`src/rtl/esq_pkg.sv`:
```
package esq_pkg;
  localparam int STEP_W = 7;
  localparam int SUB_W  = 2;
  localparam int RES_W  = 64;

  // strobes from decode to datapath
  typedef struct packed {
    logic doStep;
    logic doPack;
    logic rdSrc;
    logic rdDst;
    logic rdNone;
    logic autoAdv;
    logic rcReq;
    logic newPack;
    logic newUnpack;
  } strobe_t;
endpackage

```
`src/rtl/esq_ctrl.sv`:
```
module esq_ctrl
  import esq_pkg::*;
#(
  parameter int IMM_W = 7
) (
  input  logic             clk,
  input  logic             rst_n,
  input  logic             cmdValid,
  input  logic [IMM_W-1:0] cmdImm,
  input  logic             rcEn,
  input  logic             autoStep,
  input  logic             vertFirst,
  output strobe_t          st
);
  localparam logic [IMM_W-1:0] ImmStep = '0;
  localparam logic [IMM_W-1:0] ImmSrc  = IMM_W'(5);
  localparam logic [IMM_W-1:0] ImmDst  = IMM_W'(6);

  logic isPackCmd;
  assign isPackCmd = (cmdImm[3:2] == 2'b11);

  always_comb begin
    st           = '0;
    st.doPack    = cmdValid && isPackCmd;
    st.doStep    = cmdValid && !isPackCmd && (cmdImm == ImmStep);
    st.rdSrc     = cmdValid && !isPackCmd && (cmdImm == ImmSrc);
    st.rdDst     = cmdValid && !isPackCmd && (cmdImm == ImmDst);
    st.rdNone    = cmdValid && !isPackCmd && (cmdImm != ImmStep)
                   && (cmdImm != ImmSrc) && (cmdImm != ImmDst);
    // command wins over the automatic advance
    st.autoAdv   = !cmdValid && autoStep && !vertFirst;
    st.rcReq     = cmdValid && rcEn;
    st.newPack   = cmdImm[1];
    st.newUnpack = cmdImm[0];
  end


  one_action_chk: assert property (@(posedge clk) disable iff (!rst_n)
    $onehot0({st.doStep, st.doPack, st.rdSrc, st.rdDst, st.rdNone, st.autoAdv}));
endmodule

```
`src/rtl/esq_side.sv`:
```
module esq_side #(
  parameter int STEP_W = 7,
  parameter int SUB_W  = 2
) (
  input  logic              clk,
  input  logic              rst_n,
  input  logic              adv,
  input  logic              clearAll,
  input  logic [STEP_W-1:0] vl,
  input  logic [SUB_W-1:0]  subLast,
  input  logic              swapOrder,
  output logic [STEP_W-1:0] step,
  output logic [STEP_W-1:0] stepNext,
  output logic [SUB_W-1:0]  sub,
  output logic              wrap
);
  logic              atLastStep, atLastSub;
  logic [SUB_W-1:0]  subNext;

  assign atLastStep = ({1'b0, step} + 1'b1) >= {1'b0, vl};
  assign atLastSub  = (sub >= subLast);
  assign wrap       = atLastStep && atLastSub;

  always_comb begin
    stepNext = step;
    subNext  = sub;
    if (!swapOrder) begin
      // sub-element loop inner
      if (!atLastSub) subNext = sub + 1'b1;
      else begin
        subNext  = '0;
        stepNext = step + 1'b1;
      end
    end else begin
      // element loop inner
      if (!atLastStep) stepNext = step + 1'b1;
      else begin
        stepNext = '0;
        subNext  = sub + 1'b1;
      end
    end
  end

  always_ff @(posedge clk) begin
    if (!rst_n) begin
      step <= '0;
      sub  <= '0;
    end else if (adv) begin
      if (clearAll) begin
        step <= '0;
        sub  <= '0;
      end else begin
        step <= stepNext;
        sub  <= subNext;
      end
    end
  end


  clear_zero_chk: assert property (@(posedge clk) disable iff (!rst_n)
    adv && clearAll |=> step == '0 && sub == '0);

  hold_chk: assert property (@(posedge clk) disable iff (!rst_n)
    !adv |=> $stable(step) && $stable(sub));
endmodule

```
`src/rtl/esq_dp.sv`:
```
module esq_dp
  import esq_pkg::*;
#(
  parameter int STEP_W = 7,
  parameter int SUB_W  = 2,
  parameter int RES_W  = 64
) (
  input  logic              clk,
  input  logic              rst_n,
  input  strobe_t           st,
  input  logic [STEP_W-1:0] vl,
  input  logic [SUB_W-1:0]  subvlCode,
  output logic [STEP_W-1:0] srcStep,
  output logic [STEP_W-1:0] dstStep,
  output logic [SUB_W-1:0]  srcSub,
  output logic [SUB_W-1:0]  dstSub,
  output logic              packMode,
  output logic              unpackMode,
  output logic              resValid,
  output logic [RES_W-1:0]  resData,
  output logic              crValid,
  output logic [3:0]        crBits
);
  localparam int NSIDE = 2;  // 0 = source, 1 = destination

  logic [STEP_W-1:0] stepQ [NSIDE];
  logic [STEP_W-1:0] stepN [NSIDE];
  logic [SUB_W-1:0]  subQ  [NSIDE];
  logic              wrapA [NSIDE];
  logic              swapA [NSIDE];
  logic              packQ, unpackQ, advAny, eov;
  logic [STEP_W-1:0] resNxt;

  assign swapA[0] = packQ;
  assign swapA[1] = unpackQ;
  assign advAny   = st.doStep || st.autoAdv;
  assign eov      = (vl == '0) || wrapA[0] || wrapA[1];

  for (genvar g = 0; g < NSIDE; g++) begin : g_side
    esq_side #(.STEP_W(STEP_W), .SUB_W(SUB_W)) u_side (
      .clk      (clk),
      .rst_n    (rst_n),
      .adv      (advAny),
      .clearAll (eov),
      .vl       (vl),
      .subLast  (subvlCode),
      .swapOrder(swapA[g]),
      .step     (stepQ[g]),
      .stepNext (stepN[g]),
      .sub      (subQ[g]),
      .wrap     (wrapA[g])
    );
  end

  always_comb begin
    resNxt = '0;
    if (st.doStep)     resNxt = eov ? '0 : stepN[0];
    else if (st.rdSrc) resNxt = stepQ[0];
    else if (st.rdDst) resNxt = stepQ[1];
    else if (st.doPack) resNxt = STEP_W'({st.newPack, st.newUnpack});
  end

  always_ff @(posedge clk) begin
    if (!rst_n) begin
      packQ    <= 1'b0;
      unpackQ  <= 1'b0;
      resValid <= 1'b0;
      resData  <= '0;
      crValid  <= 1'b0;
      crBits   <= '0;
    end else begin
      resValid <= st.doStep || st.doPack || st.rdSrc || st.rdDst || st.rdNone;
      crValid  <= st.rcReq;
      if (st.doPack) begin
        packQ   <= st.newPack;
        unpackQ <= st.newUnpack;
      end
      if (st.doStep || st.doPack || st.rdSrc || st.rdDst || st.rdNone) begin
        resData <= {{(RES_W-STEP_W){1'b0}}, resNxt};
        if (st.doStep) crBits <= {1'b0, !eov, eov, 1'b0};
        else           crBits <= {1'b0, resNxt != '0, resNxt == '0, 1'b0};
      end
    end
  end

  assign srcStep    = stepQ[0];
  assign dstStep    = stepQ[1];
  assign srcSub     = subQ[0];
  assign dstSub     = subQ[1];
  assign packMode   = packQ;
  assign unpackMode = unpackQ;


  eov_clears_chk: assert property (@(posedge clk) disable iff (!rst_n)
    st.doStep && eov |=> crBits == 4'b0010 && srcStep == '0 && dstStep == '0);

  pack_load_chk: assert property (@(posedge clk) disable iff (!rst_n)
    st.doPack |=> packQ == $past(st.newPack) && unpackQ == $past(st.newUnpack));

  cr_gate_chk: assert property (@(posedge clk) disable iff (!rst_n)
    !st.rcReq |=> !crValid);
endmodule

```
`src/rtl/elem_step_seq.sv`:
```
module elem_step_seq
  import esq_pkg::*;
#(
  parameter int STEP_W = esq_pkg::STEP_W,
  parameter int SUB_W  = esq_pkg::SUB_W,
  parameter int RES_W  = esq_pkg::RES_W,
  parameter int IMM_W  = 7
) (
  input  logic              clk,
  input  logic              rst_n,
  input  logic              cmdValid,
  input  logic [IMM_W-1:0]  cmdImm,
  input  logic              rcEn,
  input  logic              autoStep,
  input  logic              vertFirst,
  input  logic [STEP_W-1:0] vecLen,
  input  logic [SUB_W-1:0]  subvlCode,
  output logic [STEP_W-1:0] srcStep,
  output logic [STEP_W-1:0] dstStep,
  output logic [SUB_W-1:0]  srcSub,
  output logic [SUB_W-1:0]  dstSub,
  output logic              packMode,
  output logic              unpackMode,
  output logic              resValid,
  output logic [RES_W-1:0]  resData,
  output logic              crValid,
  output logic [3:0]        crBits
);
  strobe_t st;

  esq_ctrl #(.IMM_W(IMM_W)) u_ctrl (
    .clk(clk), .rst_n(rst_n), .cmdValid(cmdValid), .cmdImm(cmdImm),
    .rcEn(rcEn), .autoStep(autoStep), .vertFirst(vertFirst), .st(st)
  );

  esq_dp #(.STEP_W(STEP_W), .SUB_W(SUB_W), .RES_W(RES_W)) u_dp (
    .clk(clk), .rst_n(rst_n), .st(st), .vl(vecLen), .subvlCode(subvlCode),
    .srcStep(srcStep), .dstStep(dstStep), .srcSub(srcSub), .dstSub(dstSub),
    .packMode(packMode), .unpackMode(unpackMode), .resValid(resValid),
    .resData(resData), .crValid(crValid), .crBits(crBits)
  );
endmodule

```
`config.mk`:
```
export PLATFORM = sky130hd
export DESIGN_NAME = elem_step_seq
export DESIGN_NICKNAME = d
export VERILOG_FILES = /design/src/rtl/esq_pkg.sv /design/src/rtl/esq_ctrl.sv /design/src/rtl/esq_side.sv /design/src/rtl/esq_dp.sv /design/src/rtl/elem_step_seq.sv
export SDC_FILE = /design/constraint.sdc
export NUM_CORES = 1
export LEC_CHECK = 0
export BUFFER_PORTS_ARGS = -buffer_cell sky130_fd_sc_hd__buf_2
export CAP_MARGIN = 20
export CORE_ASPECT_RATIO = 1.4
export CORE_UTILIZATION = 46
export DETAILED_ROUTE_END_ITERATION = 16
export MAX_ROUTING_LAYER = met4
export PLACE_DENSITY = 0.88
export SLEW_MARGIN = 5
export SYNTH_ARGS = -nofsm -noshare
export SYNTH_HDL_FRONTEND = slang
export SYNTH_HIERARCHICAL = 1
export SYNTH_SLANG_ARGS = --single-unit
```
`constraint.sdc`:
```
create_clock -name clk -period 3.7 [get_ports clk]
set_input_delay 0.74 -clock clk [delete_from_list [all_inputs] [get_ports clk]]
set_output_delay 0.74 -clock clk [all_outputs]
set_load 0.02 [all_outputs]
```
## Word level (Yosys, flattened, before mapping)

Cells that the tools add are included.

| storage, ports and cells | value |
|---|---|
| bits in registers | 33 |
| bits of input ports | 22 |
| output and inout bits | 90 |
| word-level logic and storage cells | 81 |

| cells by class | value |
|---|---|
| add/subtract/negate cells | 6 |
| $lt $le $gt $ge | 4 |
| equal/unequal tests | 7 |
| mux-type cells | 21 |
| reduce and logical (&&, ||, !) cells | 33 |

Operator list:

| operator | number |
|---|---|
| 7-bit two-way mux | 11 |
| 7-bit zero test | 3 |
| 2-bit two-way mux | 9 |
| 7-bit by 1-bit adder with 8-bit output, second input constant | 2 |
| 8-bit by 7-bit >= comparator with 1-bit output | 2 |
| 7-bit by 1-bit adder with 7-bit output, second input constant | 2 |
| 7-bit by 3-bit equality test with 1-bit output, second input constant | 2 |
| 7-bit by 3-bit inequality test with 1-bit output, second input constant | 2 |
| 7-bit nonzero test | 2 |
| 1-bit logical AND | 13 |
| 1-bit logical OR | 7 |
| 3-bit inequality test, second input constant | 2 |
| 2-bit AND reduction | 3 |
| 2-bit by 1-bit adder with 2-bit output, second input constant | 2 |
| 2-bit >= comparator | 2 |
| 1-bit zero test | 4 |
| 3-bit two-way mux | 1 |
| 3-bit nonzero test | 1 |
| 2-bit equality test, second input constant | 1 |

## Logic depth before layout (Yosys ltp)

Gate-level depths: netlist of the first run.

| depth | value |
|---|---|
| word-level depth | 9 |
| depth in mapped cells | 17 |
| mapped depth without buffers | 17 |

## By module

Netlist of the first run, hierarchy kept.

Modules (own cells, without submodules):

| module | instances | cells each | area each (µm²) | sequential area each (µm²) |
|---|---|---|---|---|
| esq_side | 2 | 125 | 969.7 | 180.2 |
| esq_dp | 1 | 139 | 1156.1 | 260.2 |
| esq_ctrl | 1 | 17 | 118.9 | 0.0 |

## Worst setup path before layout of the first run

OpenSTA, ideal clock, no wires.

| timing path | value |
|---|---|
| path type | flip-flop to flip-flop |
| from | register u_dp.g_side[0].u_side.step[0] |
| to | register u_dp.g_side[1].u_side.step[6] |
| library setup time | 0.074 ns |
| data arrival time | 3.593 ns |
| required time | 3.626 ns |
| setup slack | 0.033 ns |
| cell stages (with the launch flop) | 16 |
| path buffers | 0 |
| clock period less this slack | 3.667 ns |
| path through | dfxtp_1 ha_1 nand3_1 nor2_1 xor2_1 ha_1 a21oi_1 o31a_2 and2_2 nor2_1 a211oi_1 inv_1 nor2_1 nand3_1 or4_1 a31oi_1 |

RTL lines:

| what | RTL line | RTL |
|---|---|---|
| start, declared | esq_side.sv:12 | `output logic [STEP_W-1:0] step,` |
| start signal, assigned | esq_side.sv:53 | `step <= stepNext;` |
| end signal, assigned | esq_side.sv:53 |  |
| end, declared | esq_side.sv:12 |  |

==> implementation parameters, run 1 <==
Parameter                              Value

Layout
  Final Non-Filler Cells    527
  Area grow syn2layout    9.70%
  Antenna diode instance count    0
  Layout cell share with drive strength beyond 1    24.9%
  Final cell utilization of the core    roughly 52%
  Final net count    494

CTS
  H-Tree Level Count    2
  Number of sinks on the clock net    31
  TritonCTS clock tree    yes
  Largest buffer count on any clock path    2
  Clk root buf    clkbuf_8
  Number of buffers created by CTS    5
  Clock-pin slew on the worst setup and hold paths    0.07 ns
  Clock network latency to the later pin of the worst-skew pair    0.29 ns

Detailed routing
  Post-detailed-routing wire length    around 8200 um
  Routed WL per cell    15.6 um
  DRC viols    0
  Number of iterations in the first detailed-routing pass    5
  Residual antenna-violating net count after detailed routing    0
  Count of routing violations after the opening detailed-route iteration    ~230
  Number of vias per cell after detailed routing    5.68
  Count of vias placed by the detailed router    between 2000 and 3000

Global routing
  Overall fraction of global-route tracks in use    24.1%
  Via count of the first global-routing pass    about 2900
  Remaining Overflow, GRT    0
  Number of antenna violations at the first check in global routing    0
  Largest net degree at the start of global routing    31
  First-pass GRT wire length    13200 um

Critical path
  Register-to-register setup slack    around 0.26 ns
  Largest fanout of any net on the critical path    8
  FF-to-FF path depth    15
  RR Startpoint    u_dp/g_side[0].u_side/step[1]$_SDFFE_PN0P_
  WP data required    3.92 ns
  Classification of the worst setup path    register to register
  Endpoint of the worst-slack reg-to-reg timing path    u_dp/g_side[0].u_side/step[6]$_SDFFE_PN0P_
  WP data arrival    about 3.7 ns
  Kind of launch point of the worst setup path    register
  Crit. End Element    register

Floorplanning
  Die width    between 70 and 80 um
  Die boundary height    99.3 um
  I/O Pins    112
  Initial Utilization    47.3%
  Row Count    35
  Placeable core region    0.00657 mm^2
  DIE AREA    roughly 0.0071 mm^2

Timing
  Crit path setup slack, layout    0.264 ns
  Clock skew    0.00674 ns
  Number of hold-slack violations in the final timing report    0
  Final worst path period need    3.44 ns
  Worst slew pin tran    around 0.77 ns
  Worst max-slew margin expressed relative to the limit    between 40% and 50%
  Maximum clock frequency    between 200 and 300 MHz
  Fin Setup TNS    0 ns
  Worst hold slack across all endpoints    0.519 ns
  Final-report setup violation count    0
  Final max-slew violation count    0
  Fin crit share    92.9%

Place
  Weighted congestion at the end of routability-driven global placement    0.992
  Pre-CTS setup slack    0.0999 ns
  Buffers on Ports    52
  DP Cell Count    519
  Placed wire-length estimate    6520 um

Yosys
  Number of warnings issued by yosys    6
  Cell area after synthesis    0.00311 mm^2
  Mapped Cells    approximately 400
  Synthesized area per cell    7.97 um^2

Power
  Leakage power figure    ~1.6 nW
  Maximum VDD drop    roughly 190 uV
  Areal power density over the cells    279 mW/mm^2

Hold path
  Hold-critical path depth    2
  Hold Crit Start    u_dp/g_side[1].u_side/step[0]$_SDFFE_PN0P_
  Hold WC Path Type    register to register
  Endpoint, Worst Hold    u_dp/g_side[1].u_side/step[0]$_SDFFE_PN0P_

Outcome
  Outcome    completed

Job
  Number of violations of the max-capacitance limit    0
==> layer usage <==
layer | vias up | GRT usage, % | share of wire (%)
met4 | 0 | 15.4 | 4.9
met3 | 36 | 3.44 | 5.2
met1 | 1432 | 23.1 | 36
li1 | 1391 | - | -
met2 | 136 | 44.4 | 54
met5 | - | - | 0
==> timing repair <==
action                     4_1_cts  5_1_grt
resized for setup                0        7
setup endpoints to repair        0       16
hold buffers                     0        0
buffers inserted                 0        0
==> stage by stage <==
stage	power, mW	instance area (um^2)
after global routing	0.994	3410
after floorplan	0.583	3330
final	0.951	3410
after CTS	0.957	3400
after global placement	0.591	3280
after detailed placement	0.595	3280
==> sequential cells by signal, indices dropped and copies added (netlist names) <==
signal	cells
u_dp/crBits	2
u_dp/crValid	1
u_dp/g_side.u_side/step	14
u_dp/g_side.u_side/sub	4
u_dp/packMode	1
u_dp/resData	7
u_dp/resValid	1
u_dp/unpackMode	1
==> worst max-delay path by stage <==
stage                     slack (ns)  depth (start not counted)                                    endpoint                                       start
after global routing           -0.02                         15  u_dp/g_side[1].u_side/step[6]$_SDFFE_PN0P_  u_dp/g_side[0].u_side/step[1]$_SDFFE_PN0P_
after detailed placement         0.1                         15  u_dp/g_side[1].u_side/step[6]$_SDFFE_PN0P_  u_dp/g_side[1].u_side/step[0]$_SDFFE_PN0P_
after CTS                       0.04                         15  u_dp/g_side[1].u_side/step[6]$_SDFFE_PN0P_  u_dp/g_side[1].u_side/step[0]$_SDFFE_PN0P_
final                           0.26                         15  u_dp/g_side[0].u_side/step[6]$_SDFFE_PN0P_  u_dp/g_side[0].u_side/step[1]$_SDFFE_PN0P_
after floorplan                 0.03                         15  u_dp/g_side[1].u_side/step[6]$_SDFFE_PN0P_  u_dp/g_side[0].u_side/step[0]$_SDFFE_PN0P_
after global placement          0.28                         15  u_dp/g_side[1].u_side/step[6]$_SDFFE_PN0P_  u_dp/g_side[1].u_side/step[0]$_SDFFE_PN0P_
==> power by group <==
part           switching (mW)  leakage (nW)  internal (mW)
combinational           0.162          1.32         0.0758
clock                   0.140        0.0612          0.218
sequential             0.0125         0.253          0.344
==> worst max-delay path: stages, from the launching register on <==
cell and delay [ns]:
dfxtp_1 0.43, ha_2 0.26, nand3_1 0.13, nor2_2 0.20, xor2_1 0.22, ha_1 0.27
a21oi_1 0.14, o31a_2 0.22, and2_2 0.17, nor2_1 0.05, a211oi_2 0.27, inv_2 0.12
nor2_1 0.14, nand3_1 0.15, or4_1 0.43, a31oi_1 0.17
==> layout make-up <==
class	instances	area (um^2)
Timing Repair Buffer	69	388
Fill cell	638	3160
Multi-Input combinational cell	315	2080
Sequential cell	31	623
Clock inverter	2	35.0
Tap cell	74	92.6
Clock buffer	6	82.6
Inverter	30	113
==> cells in the final DEF, fill, tap and decap left out, types with 7 or more instances in the layout <==
cell	n
nand2b_1	10
ha_1	19
a21oi_1	17
buf_2	52
nand2_1	17
nor3_1	8
dfxtp_1	29
nor2_1	19
buf_4	17
inv_1	29
a221oi_1	8
nand3_1	7
o21ai_0	14
conb_1	59
xor2_1	7
nor2b_1	14
xnor2_1	7
Power figures use the tool's default switching activity.
==> inputs of run 2 (changes only) <==
--- a/config.mk
+++ b/config.mk
@@ -5,13 +5,13 @@
 export SDC_FILE = /design/constraint.sdc
 export NUM_CORES = 1
 export LEC_CHECK = 0
+export ABC_CLOCK_PERIOD_IN_PS = 3700
 export BUFFER_PORTS_ARGS = -buffer_cell sky130_fd_sc_hd__buf_2
 export CAP_MARGIN = 20
 export CORE_ASPECT_RATIO = 1.4
-export CORE_UTILIZATION = 46
+export CORE_UTILIZATION = 35
 export DETAILED_ROUTE_END_ITERATION = 16
 export MAX_ROUTING_LAYER = met4
-export PLACE_DENSITY = 0.88
 export SLEW_MARGIN = 5
 export SYNTH_ARGS = -nofsm -noshare
 export SYNTH_HDL_FRONTEND = slang
==> implementation parameters, run 2 (synthesized netlist as in run 1, its figures left out) <==
Parameter                              Value

Timing
  Worst slew pin tran    0.520 ns (-0.246 ns)
  Number of hold-slack violations in the final timing report    0 (unchanged)
  Final max-slew violation count    0 (unchanged)
  Clock skew    0.00809 ns (+0.00135 ns)
  Maximum clock frequency    291 MHz (-0.18%)
  Crit path setup slack, layout    0.258 ns (-0.00626 ns)
  Final worst path period need    3.44 ns (+0.00626 ns)
  Worst hold slack across all endpoints    0.516 ns (-0.00220 ns)
  Fin Setup TNS    0 ns (unchanged)
  Final-report setup violation count    0 (unchanged)
  Worst max-slew margin expressed relative to the limit    65.4% (+17 points)
  Unrepaired setup endpoints after global routing    false
  Fin crit share    93.0% (+0.17 points)

Detailed routing
  Routed WL per cell    14.8 um (-5.5%)
  Post-detailed-routing wire length    8350 um (+1.3%)
  Residual antenna-violating net count after detailed routing    0 (unchanged)
  Number of iterations in the first detailed-routing pass    4 (-1)
  Number of vias per cell after detailed routing    5.09 (-10%)
  DRC viols    0 (unchanged)
  Count of vias placed by the detailed router    2875 (-4.0%)
  Count of routing violations after the opening detailed-route iteration    165 (-27%)

Layout
  Leading cell type in the layout, fill and taps excluded    conb_1
  Highest-count cells in the layout ignoring fill and taps    59 x conb_1, 52 x buf_2, 30 x dfxtp_1
  Final net count    501 (+1.4%)
  Final standard cell area without fillers    0.00357 mm^2 (+4.7%)
  Antenna diode instance count    0 (unchanged)
  Registers with the most flip-flops    u_dp/g_side.u_side/step (14), u_dp/resData (7), u_dp/g_side.u_side/sub (4)
  Layout cell share with drive strength beyond 1    26.3% (+1.4 points)
  Largest Register    u_dp/g_side.u_side/step
  Area grow syn2layout    14.9%
  Flip-flop count of the largest register after layout    14 (unchanged)

Power
  Total net switching power    0.329 mW (+4.7%)
  Maximum VDD drop    215 uV (+14%)
  Switching Fraction    30.2% (-2.8 points)
  Internal Dissipation    0.759 mW (+19%)
  Power share of the clock group    44.9% (+7.3 points)
  Leakage power figure    1.69 nW (+3.7%)
  Part of the total power dissipated in combinational logic    22.5% (-2.4 points)
  Sequential group share of total power    32.6% (-4.9 points)
  Areal power density over the cells    305 mW/mm^2 (+9.2%)

Global routing
  Remaining Overflow, GRT    0 (unchanged)
  Number of antenna violations at the first check in global routing    0 (unchanged)
  Largest net degree at the start of global routing    31 (unchanged)
  Overall fraction of global-route tracks in use    19.4% (-4.7 points)
  Via count of the first global-routing pass    2585 (-12%)
  First-pass GRT wire length    13000 um (-0.79%)

Floorplanning
  Die width    81.7 um (+14%)
  Die boundary height    114 um (+14%)
  I/O Pins    112 (unchanged)
  DIE AREA    0.00927 mm^2 (+31%)
  Placeable core region    0.00861 mm^2 (+31%)
  Initial Utilization    36.1% (-11 points)
  Row Count    40 (+14%)

Critical path
  FF-to-FF path depth    16 (+1)
  Delay contributed by the slowest stage of the critical path    0.40 ns (-0.03 ns)
  Most numerous cell on the critical path    nor2_1
  Critical path cell sequence    ha_2, nand3_1, nor2_1, xor2_1, ha_1, o2111ai_1, a21o_2, and2_2, nor2_1, a211oi_2, inv_2, buf_4, inv_1, nand2_1, or4_1, a31oi_1
  Endpoint of the worst-slack reg-to-reg timing path    u_dp/g_side[1].u_side/step[4]$_SDFFE_PN0P_
  Number of buffer and inverter stages on the critical path    3 (+2)
  WP data required    3.91 ns (about the same)
  WP data arrival    3.66 ns (about the same)
  Kind of launch point of the worst setup path    register
  Critical-path top delay cell    or4_1
  Family of cells with the greatest summed delay on the critical path    simple AND/OR/NAND/NOR gates
  Classification of the worst setup path    register to register
  RR Startpoint    u_dp/g_side[0].u_side/step[1]$_SDFFE_PN0P_
  Largest fanout of any net on the critical path    7 (-1)
  Register-to-register setup slack    0.26 ns (about the same)
  Crit. End Element    register

Hold path
  Hold-critical path depth    2 (unchanged)
  Hold WC Path Type    register to register
  Endpoint, Worst Hold    u_dp/resData[4]$_SDFFE_PN0P_
  Hold Crit Start    u_dp/resData[4]$_SDFFE_PN0P_

CTS
  Count of buffers added by post-CTS timing repair for setup    0 (unchanged)
  H-Tree Level Count    2 (unchanged)
  Clock-pin slew on the worst setup and hold paths    0.06 ns (about the same)
  Number of sinks on the clock net    31 (unchanged)
  Number of buffers created by CTS    5 (unchanged)
  Largest buffer count on any clock path    2 (unchanged)
  Clock network latency to the later pin of the worst-skew pair    0.28 ns (about the same)
  TritonCTS clock tree    yes
  Clk root buf    clkbuf_16

Place
  Pre-CTS setup slack    -0.0450 ns (-0.145 ns)
  Placed instance area    0.00337 mm^2 (+2.8%)
  Buffers on Ports    52 (unchanged)
  Placed wire-length estimate    6740 um (+3.5%)
  Weighted congestion at the end of routability-driven global placement    0.983 (-0.88%)

Job
  Number of violations of the max-capacitance limit    0 (unchanged)

Outcome
  Outcome    completed
[run 2: final cells by class]
| cell class | count | area, um^2 |
|---|---|---|
| fillers | 935 | 5040 |
| multi-input cells | 315 | 2090 |
| flip-flops and latches | 31 | 622 |
| repair buffers | 76 | 440 |
| clock buffers | 6 | 139 |
| well taps | 105 | 131 |
| inverters | 30 | 113 |
| clock inverters | 2 | 35.0 |
[run 2: through the flow]
step / util (%) / std cells / power [mW]
final: 41.5 / 565 / 1.09
after global routing: 41.5 / 565 / 1.14
after CTS: 41.2 / 565 / 1.10
after detailed placement: 39.1 / 557 / 0.604
after global placement: 39.1 / 557 / 0.601
after floorplan: - / 448 / 0.583
[run 2: worst max-delay path by stage]
stage                                                     startpoint                                    endpoint  slack [ns]  cells after the start
after floorplan           u_dp/g_side[0].u_side/step[0]$_SDFFE_PN0P_  u_dp/g_side[1].u_side/step[6]$_SDFFE_PN0P_        0.03                     15
after global placement    u_dp/g_side[0].u_side/step[1]$_SDFFE_PN0P_  u_dp/g_side[1].u_side/step[6]$_SDFFE_PN0P_        0.06                     15
after detailed placement  u_dp/g_side[1].u_side/step[1]$_SDFFE_PN0P_  u_dp/g_side[1].u_side/step[6]$_SDFFE_PN0P_       -0.05                     15
after CTS                 u_dp/g_side[1].u_side/step[1]$_SDFFE_PN0P_  u_dp/g_side[1].u_side/step[6]$_SDFFE_PN0P_        0.04                     15
after global routing      u_dp/g_side[1].u_side/step[1]$_SDFFE_PN0P_  u_dp/g_side[1].u_side/step[6]$_SDFFE_PN0P_        0.01                     16
final                     u_dp/g_side[0].u_side/step[1]$_SDFFE_PN0P_  u_dp/g_side[1].u_side/step[4]$_SDFFE_PN0P_        0.26                     16
[run 2: power groups by stage]
stage | registers, mW | logic [mW] | clock network, mW
final | 0.355 | 0.245 | 0.488
after global routing | 0.355 | 0.268 | 0.520
after detailed placement | 0.362 | 0.242 | 0
after global placement | 0.361 | 0.240 | 0
after floorplan | 0.372 | 0.211 | 0
after CTS | 0.354 | 0.244 | 0.500
[run 2: what timing repair did]
action | CTS | global route
endpoints found under the setup margin | 1 | 15
pin swaps | 0 | 1
hold buffers | 0 | 0
resized for setup | 1 | 8
hold endpoints to repair | 0 | 0
[run 2: per-layer routing]
metal  wire [um]  global-route usage [%]  up-vias
li1            -                       -     1404
met1        3490                    21.3     1343
met2        4230                    33.2      114
met3         407                    3.36       14
met4         233                    9.12        0
met5           0                       -        -
[run 2: worst register-to-register path: cells and delay by family, from the launching register on]
family                     cells  cell delay (ns)
buffers and inverters          3             0.38
xor gates and xnor gates       1             0.29
DFF                            1             0.39
adders and majority gates      2             0.57
and+or+nand+nor                6             1.05
AOI/OAI and AO/OA              4             0.72
